**src/rtl/pwr_sleep_pkg.sv**
```systemverilog
package pwr_sleep_pkg;

   typedef enum logic [1:0] {
      PS_RUN   = 2'd0,
      PS_SLEEP = 2'd1,
      PS_START = 2'd2
   } pwr_state_e;

   typedef enum logic [1:0] {
      OSC_LP = 2'd0,
      OSC_XT = 2'd1,
      OSC_HS = 2'd2,
      OSC_RC = 2'd3
   } osc_mode_e;

   // Only the RC mode runs without an oscillator start-up delay.
   function automatic logic needs_startup(input logic [1:0] mode);
      return mode != OSC_RC;
   endfunction

endpackage

```
**src/rtl/pwr_wake_detect.sv**
```systemverilog
module pwr_wake_detect #(
   parameter int NUM_IRQ = 3
) (
   input  logic               wdt_en_i,
   input  logic               wdt_timeout_i,
   input  logic [NUM_IRQ-1:0] irq_pend_i,
   input  logic [NUM_IRQ-1:0] irq_en_i,
   output logic [NUM_IRQ-1:0] src_hit_o,
   output logic               irq_hit_o,
   output logic               wdt_hit_o
);

   generate
      if (NUM_IRQ < 1) begin : g_bad_irq
         $error("NUM_IRQ must be at least 1");
      end
   endgenerate

   for (genvar i = 0; i < NUM_IRQ; i++) begin : g_src
      assign src_hit_o[i] = irq_pend_i[i] & irq_en_i[i];
   end

   assign irq_hit_o = |src_hit_o;
   assign wdt_hit_o = wdt_en_i & wdt_timeout_i;

endmodule

```
**src/rtl/pwr_ost_timer.sv**
```systemverilog
module pwr_ost_timer #(
   parameter int OST_CYCLES = 1024
) (
   input  logic clk_i,
   input  logic rst_n_i,
   input  logic clr_i,
   input  logic run_i,
   output logic expire_o
);

   localparam int CNT_W = (OST_CYCLES > 1) ? $clog2(OST_CYCLES) : 1;
   localparam logic [CNT_W-1:0] LAST = CNT_W'(OST_CYCLES - 1);

   generate
      if (OST_CYCLES < 1) begin : g_bad_ost
         $error("OST_CYCLES must be at least 1");
      end

      if (OST_CYCLES == 1) begin : g_single
         // A one-cycle delay needs no count state.
         assign expire_o = run_i;
      end else begin : g_count
         logic [CNT_W-1:0] cnt_q;

         always_ff @(posedge clk_i or negedge rst_n_i) begin
            if (!rst_n_i) begin
               cnt_q <= '0;
            end else if (clr_i) begin
               cnt_q <= '0;
            end else if (run_i && cnt_q != LAST) begin
               cnt_q <= cnt_q + 1'b1;
            end
         end

         assign expire_o = run_i & (cnt_q == LAST);

         a_r5_cnt_in_range: assert property (@(posedge clk_i) disable iff (!rst_n_i)
            cnt_q <= LAST)
            else $error("start-up count beyond its limit");

         a_r9_no_restart: assert property (@(posedge clk_i) disable iff (!rst_n_i)
            (run_i && !clr_i && cnt_q != LAST) |=> (cnt_q != '0))
            else $error("start-up count restarted during the delay");
      end
   endgenerate

endmodule

```
**src/rtl/pwr_status_flags.sv**
```systemverilog
module pwr_status_flags (
   input  logic clk_i,
   input  logic rst_n_i,
   input  logic sleep_enter_i,
   input  logic wdt_wake_i,
   input  logic wdt_reset_i,
   output logic pd_o,
   output logic to_o
);

   always_ff @(posedge clk_i or negedge rst_n_i) begin
      if (!rst_n_i) begin
         pd_o <= 1'b1;
         to_o <= 1'b1;
      end else if (wdt_reset_i) begin
         pd_o <= 1'b1;
         to_o <= 1'b0;
      end else if (sleep_enter_i) begin
         pd_o <= 1'b0;
         to_o <= 1'b1;
      end else if (wdt_wake_i) begin
         to_o <= 1'b0;
      end
   end

   a_r3_wake_clears_to: assert property (@(posedge clk_i) disable iff (!rst_n_i)
      wdt_wake_i |=> !to_o)
      else $error("watchdog wake left the timeout flag set");

   a_r8_run_reset_flags: assert property (@(posedge clk_i) disable iff (!rst_n_i)
      wdt_reset_i |=> (pd_o && !to_o))
      else $error("watchdog reset flags wrong");

endmodule

```
**src/rtl/pwr_sleep_ctrl.sv**
```systemverilog
module pwr_sleep_ctrl
   import pwr_sleep_pkg::*;
#(
   parameter int OST_CYCLES = 1024,
   parameter int NUM_IRQ    = 3
) (
   input  logic               clk_i,
   input  logic               por_n_i,
   input  logic               sleep_req_i,
   input  logic [1:0]         osc_mode_i,
   input  logic               ext_reset_i,
   input  logic               wdt_en_i,
   input  logic               wdt_timeout_i,
   input  logic [NUM_IRQ-1:0] irq_pend_i,
   input  logic [NUM_IRQ-1:0] irq_en_i,
   input  logic               gie_i,
   output logic               osc_en_o,
   output logic               phase_en_o,
   output logic               wdt_clr_o,
   output logic               core_rst_o,
   output logic               wake_resume_o,
   output logic               take_vector_o,
   output logic               pd_o,
   output logic               to_o
);

   pwr_state_e         state_q;
   logic               core_rst_q;
   logic               resume_q;
   logic               vector_q;
   logic               wdt_clr_q;
   logic               irq_lat_q;

   logic [NUM_IRQ-1:0] src_hit;
   logic               irq_hit;
   logic               wdt_hit;
   logic               expire;
   logic               fast_mode;
   logic               wdt_run_rst;
   logic               sleep_go;
   logic               wake_go;
   logic               fast_wake;
   logic               delay_done;
   logic               wdt_wake;

   pwr_wake_detect #(.NUM_IRQ(NUM_IRQ)) u_detect (
      .wdt_en_i      (wdt_en_i),
      .wdt_timeout_i (wdt_timeout_i),
      .irq_pend_i    (irq_pend_i),
      .irq_en_i      (irq_en_i),
      .src_hit_o     (src_hit),
      .irq_hit_o     (irq_hit),
      .wdt_hit_o     (wdt_hit)
   );

   pwr_ost_timer #(.OST_CYCLES(OST_CYCLES)) u_ost (
      .clk_i    (clk_i),
      .rst_n_i  (por_n_i),
      .clr_i    (state_q != PS_START),
      .run_i    (state_q == PS_START),
      .expire_o (expire)
   );

   assign fast_mode   = !needs_startup(osc_mode_i);
   assign wdt_run_rst = (state_q == PS_RUN) & wdt_hit & !ext_reset_i;
   assign sleep_go    = (state_q == PS_RUN) & sleep_req_i & !ext_reset_i
                        & !wdt_hit & !core_rst_q;
   assign wake_go     = (state_q == PS_SLEEP) & !ext_reset_i & (wdt_hit | irq_hit);
   assign fast_wake   = wake_go & fast_mode;
   assign delay_done  = (state_q == PS_START) & expire & !ext_reset_i;
   assign wdt_wake    = ((state_q == PS_SLEEP) | (state_q == PS_START))
                        & wdt_hit & !ext_reset_i;

   pwr_status_flags u_flags (
      .clk_i         (clk_i),
      .rst_n_i       (por_n_i),
      .sleep_enter_i (sleep_go),
      .wdt_wake_i    (wdt_wake),
      .wdt_reset_i   (wdt_run_rst),
      .pd_o          (pd_o),
      .to_o          (to_o)
   );

   always_ff @(posedge clk_i or negedge por_n_i) begin
      if (!por_n_i) begin
         state_q    <= PS_RUN;
         core_rst_q <= 1'b0;
         resume_q   <= 1'b0;
         vector_q   <= 1'b0;
         wdt_clr_q  <= 1'b0;
         irq_lat_q  <= 1'b0;
      end else if (ext_reset_i) begin
         state_q    <= PS_RUN;
         core_rst_q <= 1'b1;
         resume_q   <= 1'b0;
         vector_q   <= 1'b0;
         wdt_clr_q  <= 1'b0;
         irq_lat_q  <= 1'b0;
      end else begin
         core_rst_q <= wdt_run_rst;
         wdt_clr_q  <= sleep_go;
         resume_q   <= fast_wake | delay_done;
         vector_q   <= gie_i & ((fast_wake & irq_hit)
                               | (delay_done & (irq_lat_q | irq_hit)));
         unique case (state_q)
            PS_RUN: begin
               irq_lat_q <= 1'b0;
               if (sleep_go) state_q <= PS_SLEEP;
            end
            PS_SLEEP: begin
               if (wake_go) begin
                  irq_lat_q <= irq_hit;
                  state_q   <= fast_mode ? PS_RUN : PS_START;
               end
            end
            PS_START: begin
               irq_lat_q <= irq_lat_q | irq_hit;
               if (delay_done) state_q <= PS_RUN;
            end
            default: begin
               irq_lat_q <= 1'b0;
               state_q   <= PS_RUN;
            end
         endcase
      end
   end

   assign osc_en_o      = (state_q != PS_SLEEP);
   assign phase_en_o    = (state_q == PS_RUN) & !core_rst_q;
   assign wdt_clr_o     = wdt_clr_q;
   assign core_rst_o    = core_rst_q;
   assign wake_resume_o = resume_q;
   assign take_vector_o = vector_q;

   a_r2_sleep_entry: assert property (@(posedge clk_i) disable iff (!por_n_i)
      (phase_en_o && sleep_req_i && !ext_reset_i && !(wdt_en_i && wdt_timeout_i))
      |=> (!osc_en_o && !phase_en_o && wdt_clr_o && !pd_o && to_o))
      else $error("sleep entry outputs wrong");

   a_r4_masked_stays_asleep: assert property (@(posedge clk_i) disable iff (!por_n_i)
      (!osc_en_o && !ext_reset_i && !(wdt_en_i && wdt_timeout_i)
       && ((irq_pend_i & irq_en_i) == '0)) |=> !osc_en_o)
      else $error("woke without an enabled source");

   a_r5_no_phase_asleep: assert property (@(posedge clk_i) disable iff (!por_n_i)
      !osc_en_o |-> !phase_en_o)
      else $error("clock phases running with oscillator off");

   a_r6_vector_with_resume: assert property (@(posedge clk_i) disable iff (!por_n_i)
      take_vector_o |-> (wake_resume_o && phase_en_o))
      else $error("vector without resume");

   a_r6_resume_single: assert property (@(posedge clk_i) disable iff (!por_n_i)
      wake_resume_o |=> !wake_resume_o)
      else $error("resume pulse longer than one cycle");

   a_r7_ext_reset: assert property (@(posedge clk_i) disable iff (!por_n_i)
      ext_reset_i |=> (core_rst_o && osc_en_o && !phase_en_o && !wake_resume_o))
      else $error("external reset response wrong");

   a_r10_clear_single: assert property (@(posedge clk_i) disable iff (!por_n_i)
      wdt_clr_o |=> !wdt_clr_o)
      else $error("watchdog clear repeated");

endmodule

```
**config.mk**
```make
export PLATFORM = sky130hd
export DESIGN_NAME = pwr_sleep_ctrl
export DESIGN_NICKNAME = d
export VERILOG_FILES = /design/src/rtl/pwr_sleep_pkg.sv /design/src/rtl/pwr_wake_detect.sv /design/src/rtl/pwr_ost_timer.sv /design/src/rtl/pwr_status_flags.sv /design/src/rtl/pwr_sleep_ctrl.sv
export SDC_FILE = /design/constraint.sdc
export NUM_CORES = 1
export LEC_CHECK = 0
export BUFFER_PORTS_ARGS = -buffer_cell sky130_fd_sc_hd__buf_2
export CORE_MARGIN = 2
export CORE_UTILIZATION = 35
export CTS_CLUSTER_SIZE = 8
export DETAILED_ROUTE_END_ITERATION = 12
export REMOVE_ABC_BUFFERS = 1
export SLEW_MARGIN = 20
export SYNTH_ARGS = -nofsm -noshare
export SYNTH_HDL_FRONTEND = slang
export SYNTH_SLANG_ARGS = --single-unit
```
**constraint.sdc**
```tcl
create_clock -name clk_i -period 4.8 [get_ports clk_i]
set_input_delay 0 -clock clk_i [delete_from_list [all_inputs] [get_ports clk_i]]
set_output_delay 0 -clock clk_i [all_outputs]
set_load 0.05 [all_outputs]
```
==> results of run 1 <==
## worst reg2reg max path: cells and delay by family (launching register included)
kind            cells  cell delay, ps
compound gates      1             150
simple gates        3             840
fa+ha+maj           1             220
buf+inv             1             570
flops               1             420
## state kept, by name, indices dropped and copies added, names as in the netlist
name / count
state_q: 2
u_flags.to_o: 1
take_vector_o: 1
wdt_clr_o: 1
irq_lat_q: 1
u_flags.pd_o: 1
u_ost.g_count.cnt_q: 10
wake_resume_o: 1
core_rst_o: 1
## through the flow
step / setup slack, ps / instances / hold WS, ps / power (mW) / area (µm²)
5_1_grt: 2367 / 161 / 35.71 / 0.4746 / 1211
3_5_place_dp: 3000 / 153 / -34.52 / 0.3697 / 1145
2_1_floorplan: 3266 / 100 / -295.6 / 0.3243 / 996.0
3_3_place_gp: 3134 / 153 / -39.10 / 0.3650 / 1145
6_report: 2554 / 161 / 29.99 / 0.4474 / 1211
4_1_cts: 2520 / 161 / 30.89 / 0.4520 / 1211
## cells in the final DEF, fill, tap and decap left out, types with 4 or more instances in the layout
master / netlist / final
mux2i_1: 5 / 5
dfrtp_1: 17 / 17
inv_1: 5 / 5
nand2b_1: 5 / 5
dlygate4sd3_1: 0 / 4
nand2_1: 7 / 7
buf_2: 0 / 22
xor2_1: 4 / 4
o21ai_0: 5 / 5
nor2_1: 13 / 13
ha_1: 4 / 4
## routing by layer
metal  up-vias  GRT usage  share of wire
met4         0    0.07973          0.024
met2        18     0.2289           0.49
met1       382     0.1760           0.46
met3         4    0.02041          0.028
li1        416          -              -
met5         -          0              0
## power by group
part	total, mW	internal, mW	switching [mW]
combinational	0.176	0.0543	0.122
sequential	0.192	0.181	0.0109
clock	0.0798	0.0324	0.0475
## final cells by class
type                    instances  area, µm²
inverters                       6      22.52
flip-flops and latches         19      478.0
well taps                      31      38.79
clock buffers                   4      26.28
multi-input cells              75      495.5
fillers                       257       1523
repair buffers                 26      150.1
## timing repair
action,CTS,global route
endpoints found under the hold margin,21,0
setup endpoints to repair,0,0
hold buffers,4,0
resized for setup,0,0
## kinds of logic after synthesis
group,count (synthesis),synth area share
AO/OA/AOI/OAI,18,0.1176
flip-flops,19,0.4781
buffers and inverters,7,0.02628
adder cells (fa/ha/maj),4,0.05006
AND/OR/NAND/NOR,43,0.2341
multiplexers,5,0.05006
XOR/XNOR,5,0.04380
## path summary, 6_finish.rpt
kind                                         from                     end  slack [ps]
hold reg to reg                      u_flags.pd_o            u_flags.pd_o         500
setup reg to reg           u_ost.g_count.cnt_q[0]           take_vector_o        2550
max in group asynchronous                 por_n_i            u_flags.to_o        4310
hold / removal                      wdt_timeout_i            u_flags.pd_o          30
min in group asynchronous                 por_n_i  u_ost.g_count.cnt_q[8]         160
setup / recovery           u_ost.g_count.cnt_q[0]           take_vector_o        2550
==> results.json, run 1 <==
{
  "cts_tree": "yes",
  "reg2reg_depth": 6,
  "hold_violations": 0,
  "ys.flop_type": "dfrtp_1",
  "critical_path_arrival_ps": 2480,
  "die_w_um": 57.45,
  "dp_hpwl_um": 1531,
  "period_minus_slack_ps": 2246,
  "crit_required_ps": 5040,
  "start_kind": "flip-flop",
  "place.gp.congestion": 0.7481,
  "clkSinkCount": 19,
  "slew_headroom": 0.5089,
  "skew_ps": 1.002,
  "critPathMaxStageDelay_ps": 570,
  "cp.buffers_inverters": 1,
  "crit_slowest_cell": "dlygate4sd3_1",
  "grt-ovfl-total": 0,
  "synth-seq-area-share": 0.4781,
  "track_usage": 0.1400,
  "worstSetupPathDepth": 6,
  "grt_max_degree": 20,
  "drt-pass1-iter-count": 4,
  "grt_pass1_vias": 827,
  "syn_avg_cell_area_um2": 9.898,
  "post_drt_wl_per_cell_um": 12.53,
  "yosysTopAreaCell": "dfrtp_1",
  "end_kind": "flip-flop",
  "start_util": 0.3657,
  "portBuffers": 22,
  "worstPathMaxFanout": 10,
  "clk_latency_ps": 290,
  "io_pins": 23,
  "min_path_type": "input pin to flip-flop",
  "ir_worst_vdd_uv": 189.4,
  "netlist_area_um2": 999.7,
  "powerDensity_nw_per_um2": 369.4,
  "postRouteWirelength_um": 2018,
  "max_cap_violations": 0,
  "cts_root_buf": "clkbuf_4",
  "cts_setup_buffers": 0,
  "worstSetupPathType": "flip-flop to flip-flop",
  "outcome": "finished, final reports clean",
  "holdPathStages": 3,
  "p_leak_nw": 0.5752,
  "slew_viol_final": 0,
  "cts_max_path_buffers": 2,
  "fin_crit_sh": 0.4680,
  "ys_types": 37,
  "syn_inst": 101,
  "max_freq_mhz": 445.2,
  "final_nets": 150,
  "yosys_warnings": 0,
  "synthTopCellsByArea": "dfrtp_1 43%, dfstp_2 5.3%, ha_1 5.0%",
  "rows": 19,
  "cp_top_family": "simple AND/OR/NAND/NOR gates",
  "synth_top_area_frac": 0.4255,
  "ant_nets": 0,
  "fp.dieH_um": 57.45,
  "area_growth_syn_to_layout_pct": 21.15,
  "core_um2": 2734,
  "remaining_drc_errors": 0,
  "rsz0062_at_grt": "no",
  "synthArstFlopShare": 1.000,
  "htreeDepth": 1,
  "drt_iter0_drc": 13,
  "tightestPinTransition_ps": 736.6,
  "path_cells": "ha_1, nand3_1, nor3_4, a31oi_1, nor3b_1, dlygate4sd3_1",
  "setup_viol": 0,
  "viasPerCell": 5.093,
  "ys_top_cells_by_count": "17 x dfrtp_1, 13 x nor2_1, 7 x nand2_1",
  "yosysMostFrequentCell": "dfrtp_1",
  "path_clk_slew_ps": 100,
  "dieArea_um2": 3300,
  "synth-edff-count": 0,
  "drive_above_1_share": 0.2231,
  "diodes": 0,
  "grt_pass1_wl_um": 3546,
  "utilization": 0.4430,
  "fin_setup_tns_ps": 0,
  "vias": 820,
  "synth.ff_latch_count": 19,
  "numCtsBuffers": 3,
  "antenna_found_initial": 0
}
(Power assumes the default switching activity.)
==> inputs of run 2 (changes only) <==
==> constraint.sdc (replaced) <==
create_clock -name clk_i -period 1.9 [get_ports clk_i]
set_input_delay 0 -clock clk_i [delete_from_list [all_inputs] [get_ports clk_i]]
set_output_delay 0 -clock clk_i [all_outputs]
set_load 0.05 [all_outputs]
==> results.json, run 2 (synthesis gave the netlist of run 1 again) <==
{
  "dp.cells": 155,
  "largest_reg_flops": 10,
  "fin_cells": 162,
  "vias": 838,
  "viasPerCell": 5.173,
  "diodes": 0,
  "postRouteWirelength_um": 1978,
  "cts_tree": "yes",
  "clkSinkCount": 19,
  "grt_pass1_wl_um": 3381,
  "hold_violations": 0,
  "p_leak_nw": 0.5793,
  "grt_max_degree": 20,
  "numCtsBuffers": 3,
  "tightestPinTransition_ps": 719.1,
  "max_cap_violations": 0,
  "final_nets": 151,
  "remaining_drc_errors": 0,
  "grt_pass1_vias": 800,
  "max_freq_mhz": 593.0,
  "io_pins": 23,
  "drt_iter0_drc": 13,
  "worstPathMaxFanout": 10,
  "fin_setup_tns_ps": 0,
  "top_register": "u_ost.g_count.cnt_q",
  "outcome": "finished, final reports clean",
  "cts_root_buf": "clkbuf_4",
  "period_minus_slack_ps": 1686,
  "crit_required_ps": 2070,
  "grt-ovfl-total": 0,
  "rows": 19,
  "dp_hpwl_um": 1501,
  "slew_headroom": 0.5206,
  "slew_viol_final": 0,
  "ir_worst_vdd_uv": 543.1,
  "start_util": 0.3657,
  "end_kind": "flip-flop",
  "worstSetupPathType": "flip-flop to flip-flop",
  "final_cell_mix": "22 x buf_2, 17 x dfrtp_1, 13 x nor2_1, 7 x nand2_1",
  "track_usage": 0.1299,
  "powerDensity_nw_per_um2": 924.6,
  "core_um2": 2734,
  "start_kind": "flip-flop",
  "path_clk_slew_ps": 120,
  "fin_crit_sh": 0.8875,
  "skew_ps": 16.53,
  "critical_path_arrival_ps": 1860,
  "p_total_mw": 1.126,
  "fp.dieH_um": 57.45,
  "place.gp.congestion": 0.7534,
  "dieArea_um2": 3300,
  "rsz0062_at_grt": "no",
  "clk_latency_ps": 300,
  "drive_above_1_share": 0.2443,
  "area_growth_syn_to_layout_pct": 21.78,
  "portBuffers": 22,
  "die_w_um": 57.45,
  "min_path_type": "input pin to flip-flop",
  "post_drt_wl_per_cell_um": 12.21,
  "htreeDepth": 1,
  "layout_setup_ws_ps": 213.7,
  "cts_max_path_buffers": 2,
  "utilization": 0.4453,
  "cts_setup_buffers": 0,
  "post-place-ws_ps": 149.8,
  "final_common_cell": "buf_2",
  "setup_viol": 0,
  "largest_registers": "u_ost.g_count.cnt_q: 10 flops, state_q: 2 flops",
  "ant_nets": 0,
  "antenna_found_initial": 0,
  "drt-pass1-iter-count": 4
}
-- run 2: power by group --
part	total (mW)	internal, mW	switching (mW)
Combinational	0.435	0.139	0.296
Sequential	0.485	0.457	0.0276
Clock	0.206	0.0782	0.128
-- run 2: per-stage QoR --
| step | cell area [µm²] | hold slack, ps |
|---|---|---|
| 2_1_floorplan | 996.0 | -295.6 |
| 3_3_place_gp | 1160 | -39.69 |
| 3_5_place_dp | 1160 | -32.89 |
| 4_1_cts | 1217 | 1.561 |
| 5_1_grt | 1217 | 33.82 |
| 6_report | 1217 | 8.350 |
-- run 2: what timing repair did --
action	CTS	global route
endpoints found under the hold margin	21	0
endpoints found under the setup margin	0	1
gates resized for setup	0	0
hold buffers	3	0
-- run 2: path summary, 6_finish.rpt --
path	start	slack (ps)	cells after the start	to
worst max register to register	u_ost.g_count.cnt_q[0]	210	5	state_q[0]
worst min-delay path	osc_mode_i[1]	8	4	state_q[1]
min in group asynchronous	por_n_i	150	2	u_ost.g_count.cnt_q[8]
worst min register to register	u_flags.pd_o	490	2	u_flags.pd_o
worst max-delay path	u_ost.g_count.cnt_q[0]	210	5	state_q[0]
max in group asynchronous	por_n_i	1400	2	u_flags.to_o
-- run 2: routing by layer --
metal  wire [µm]  vias up  track usage
met5           0        -            0
met4          19        0      0.03987
met3          93        2      0.02494
met2         943       18       0.2208
met1         922      400       0.1667
li1            -      418            -
-- run 2: cell type report --
type                       instances  area (µm²)
clock buffer                       3       22.52
clock inverter                     1       5.005
fill                             273        1516
inverter                           6       22.52
multi-input combinational         75       495.5
sequential                        19       478.0
tap                               31       38.79
timing repair buffer              27       155.1
-- run 2: critical path, stage by stage (launching register included) --
cell and delay, ps:
dfrtp_1 410, ha_1 210, nand3_1 180, nor3_4 400
o211ai_1 200, mux2i_1 150
==> inputs of run 3 (changes only) <==
--- a/config.mk
+++ b/config.mk
@@ -6,10 +6,13 @@
 export NUM_CORES = 1
 export LEC_CHECK = 0
 export BUFFER_PORTS_ARGS = -buffer_cell sky130_fd_sc_hd__buf_2
+export CELL_PAD_IN_SITES_DETAIL_PLACEMENT = 2
+export CELL_PAD_IN_SITES_GLOBAL_PLACEMENT = 2
 export CORE_MARGIN = 2
-export CORE_UTILIZATION = 35
+export CORE_UTILIZATION = 29
 export CTS_CLUSTER_SIZE = 8
 export DETAILED_ROUTE_END_ITERATION = 12
+export PLACE_DENSITY_LB_ADDON = 0.1
 export REMOVE_ABC_BUFFERS = 1
 export SLEW_MARGIN = 20
 export SYNTH_ARGS = -nofsm -noshare
==> results.json, run 3 (synthesis gave the netlist of run 1 again) <==
{
  "outcome": "finished, final reports clean",
  "io_pins": 23,
  "reg2reg_depth": 5,
  "drt-pass1-iter-count": 4,
  "dp_hpwl_um": 2002,
  "drt_iter0_drc": 36,
  "top_register": "u_ost.g_count.cnt_q",
  "start_util": 0.3020,
  "slew_headroom": 0.6978,
  "portBuffers": 22,
  "timing.rr.end": "state_q[0]",
  "min_path_type": "input pin to flip-flop",
  "final_common_cell": "buf_2",
  "p_total_mw": 1.150,
  "worstSetupPathType": "flip-flop to flip-flop",
  "max_freq_mhz": 593.4,
  "final_cell_mix": "22 x buf_2, 17 x dfrtp_1, 13 x nor2_1, 7 x nand2_1",
  "crit_required_ps": 2080,
  "fin_cells": 178,
  "final_nets": 152,
  "dp.cells": 171,
  "track_usage": 0.1466,
  "p_leak_nw": 0.5815,
  "worstPathMaxFanout": 10,
  "cts_resized": 0,
  "place.gp.congestion": 0.7618,
  "fp.dieH_um": 62.72,
  "tightestPinTransition_ps": 453.4,
  "sequentialPowerShare": 0.424,
  "slew_viol_final": 0,
  "cts_root_buf": "clkbuf_4",
  "max_cap_violations": 0,
  "viasPerCell": 4.826,
  "end_kind": "flip-flop",
  "antenna_found_initial": 0,
  "numCtsBuffers": 3,
  "p_sw_mw": 0.4694,
  "area_growth_syn_to_layout_pct": 24.28,
  "largest_reg_flops": 10,
  "min_from": "osc_mode_i[1]",
  "rrSetupSlack_ps": 210,
  "cts_setup_buffers": 0,
  "rr_startpoint": "u_ost.g_count.cnt_q[0]",
  "grt_max_degree": 20,
  "grt_pass1_wl_um": 4567,
  "grt_pass1_vias": 957,
  "rsz0062_at_grt": "no",
  "period_minus_slack_ps": 1685,
  "post_drt_wl_per_cell_um": 14.36,
  "rows": 21,
  "clkSinkCount": 19,
  "path_clk_slew_ps": 110,
  "fill_cells": 390,
  "skew_ps": 7.421,
  "intPower_mw": 0.6806,
  "cts_tree": "yes",
  "fin_crit_sh": 0.8870,
  "fin_setup_tns_ps": 0,
  "placed_cell_area_um2": 1186,
  "hold_end": "state_q[1]",
  "powerDensity_nw_per_um2": 925.6,
  "grt-ovfl-total": 0,
  "critical_path_arrival_ps": 1860,
  "clk_latency_ps": 300,
  "pwr-share-comb": 0.395,
  "holdPathStages": 4,
  "ant_nets": 0,
  "swShare": 0.4082,
  "fin_area_um2": 1242,
  "start_kind": "flip-flop",
  "vias": 859,
  "htreeDepth": 1,
  "layout_setup_ws_ps": 214.7,
  "remaining_drc_errors": 0,
  "dieArea_um2": 3933,
  "drive_above_1_share": 0.2424,
  "cts_max_path_buffers": 2,
  "diodes": 0,
  "largest_registers": "u_ost.g_count.cnt_q: 10 flops, state_q: 2 flops",
  "core_um2": 3311,
  "setup_viol": 0,
  "postRouteWirelength_um": 2556,
  "post-place-ws_ps": 125.0,
  "ir_worst_vdd_uv": 329.1,
  "die_w_um": 62.72,
  "hold_violations": 0,
  "p_clk_frac": 0.182
}
## run 3: cell count changes in the layout (fill, tap and decap cells not counted), sizes merged
cell / delta
clkinv: -1
buf: +1
clkbuf: +1
## run 3: what timing repair did
action,in CTS,in global routing
endpoints found under the hold margin,21,0
endpoints found under the setup margin,0,2
hold buffers,3,0
## run 3: worst max path at each step
stage,start,end
6_report,u_ost.g_count.cnt_q[0],state_q[0]
5_1_grt,u_ost.g_count.cnt_q[0],state_q[1]
4_1_cts,u_ost.g_count.cnt_q[0],state_q[0]
3_5_place_dp,u_ost.g_count.cnt_q[0],state_q[1]
3_3_place_gp,u_ost.g_count.cnt_q[0],state_q[0]
2_1_floorplan,u_ost.g_count.cnt_q[0],state_q[0]
## run 3: routing by layer
| layer | global-route usage | up-vias | part of all wire |
|---|---|---|---|
| met5 | 0 | - | 0 |
| met2 | 0.2500 | 15 | 0.51 |
| met1 | 0.1886 | 424 | 0.46 |
| li1 | - | 418 | - |
| met3 | 0.02342 | 2 | 0.031 |
| met4 | 0.05000 | 0 | 0.0078 |
## run 3: critical path, stage by stage (launching register included)
cell      delay [ps]
dfrtp_1          420
ha_1             210
nand3_1          180
nor3_4           390
o211ai_1         200
mux2i_1          150
## run 3: layout make-up
cell class,count,area [µm²],area share
multi-input combinational,75,495.5,0.3988
sequential,19,478.0,0.3847
timing repair buffer,28,162.7,0.1309
tap,46,57.56,0.04632
clock buffer,4,26.28,0.02115
inverter,6,22.52,0.01813
## run 3: power groups by stage
stage                     Combinational (mW)  Sequential [mW]  Clock [mW]
final                                  0.454            0.487       0.209
after floorplan                        0.249            0.570           0
after CTS                              0.463            0.488       0.225
after global placement                 0.449            0.493           0
after global routing                   0.500            0.494       0.247
after detailed placement               0.458            0.496           0
## run 3: per-stage QoR
| stage | hold WS, ps | util |
|---|---|---|
| floorplan | -295.6 | - |
| global placement | -25.15 | 0.3583 |
| detailed placement | -14.47 | 0.3583 |
| CTS | 24.59 | 0.3753 |
| global route | 44.31 | 0.3753 |
| finish | 41.31 | 0.3753 |
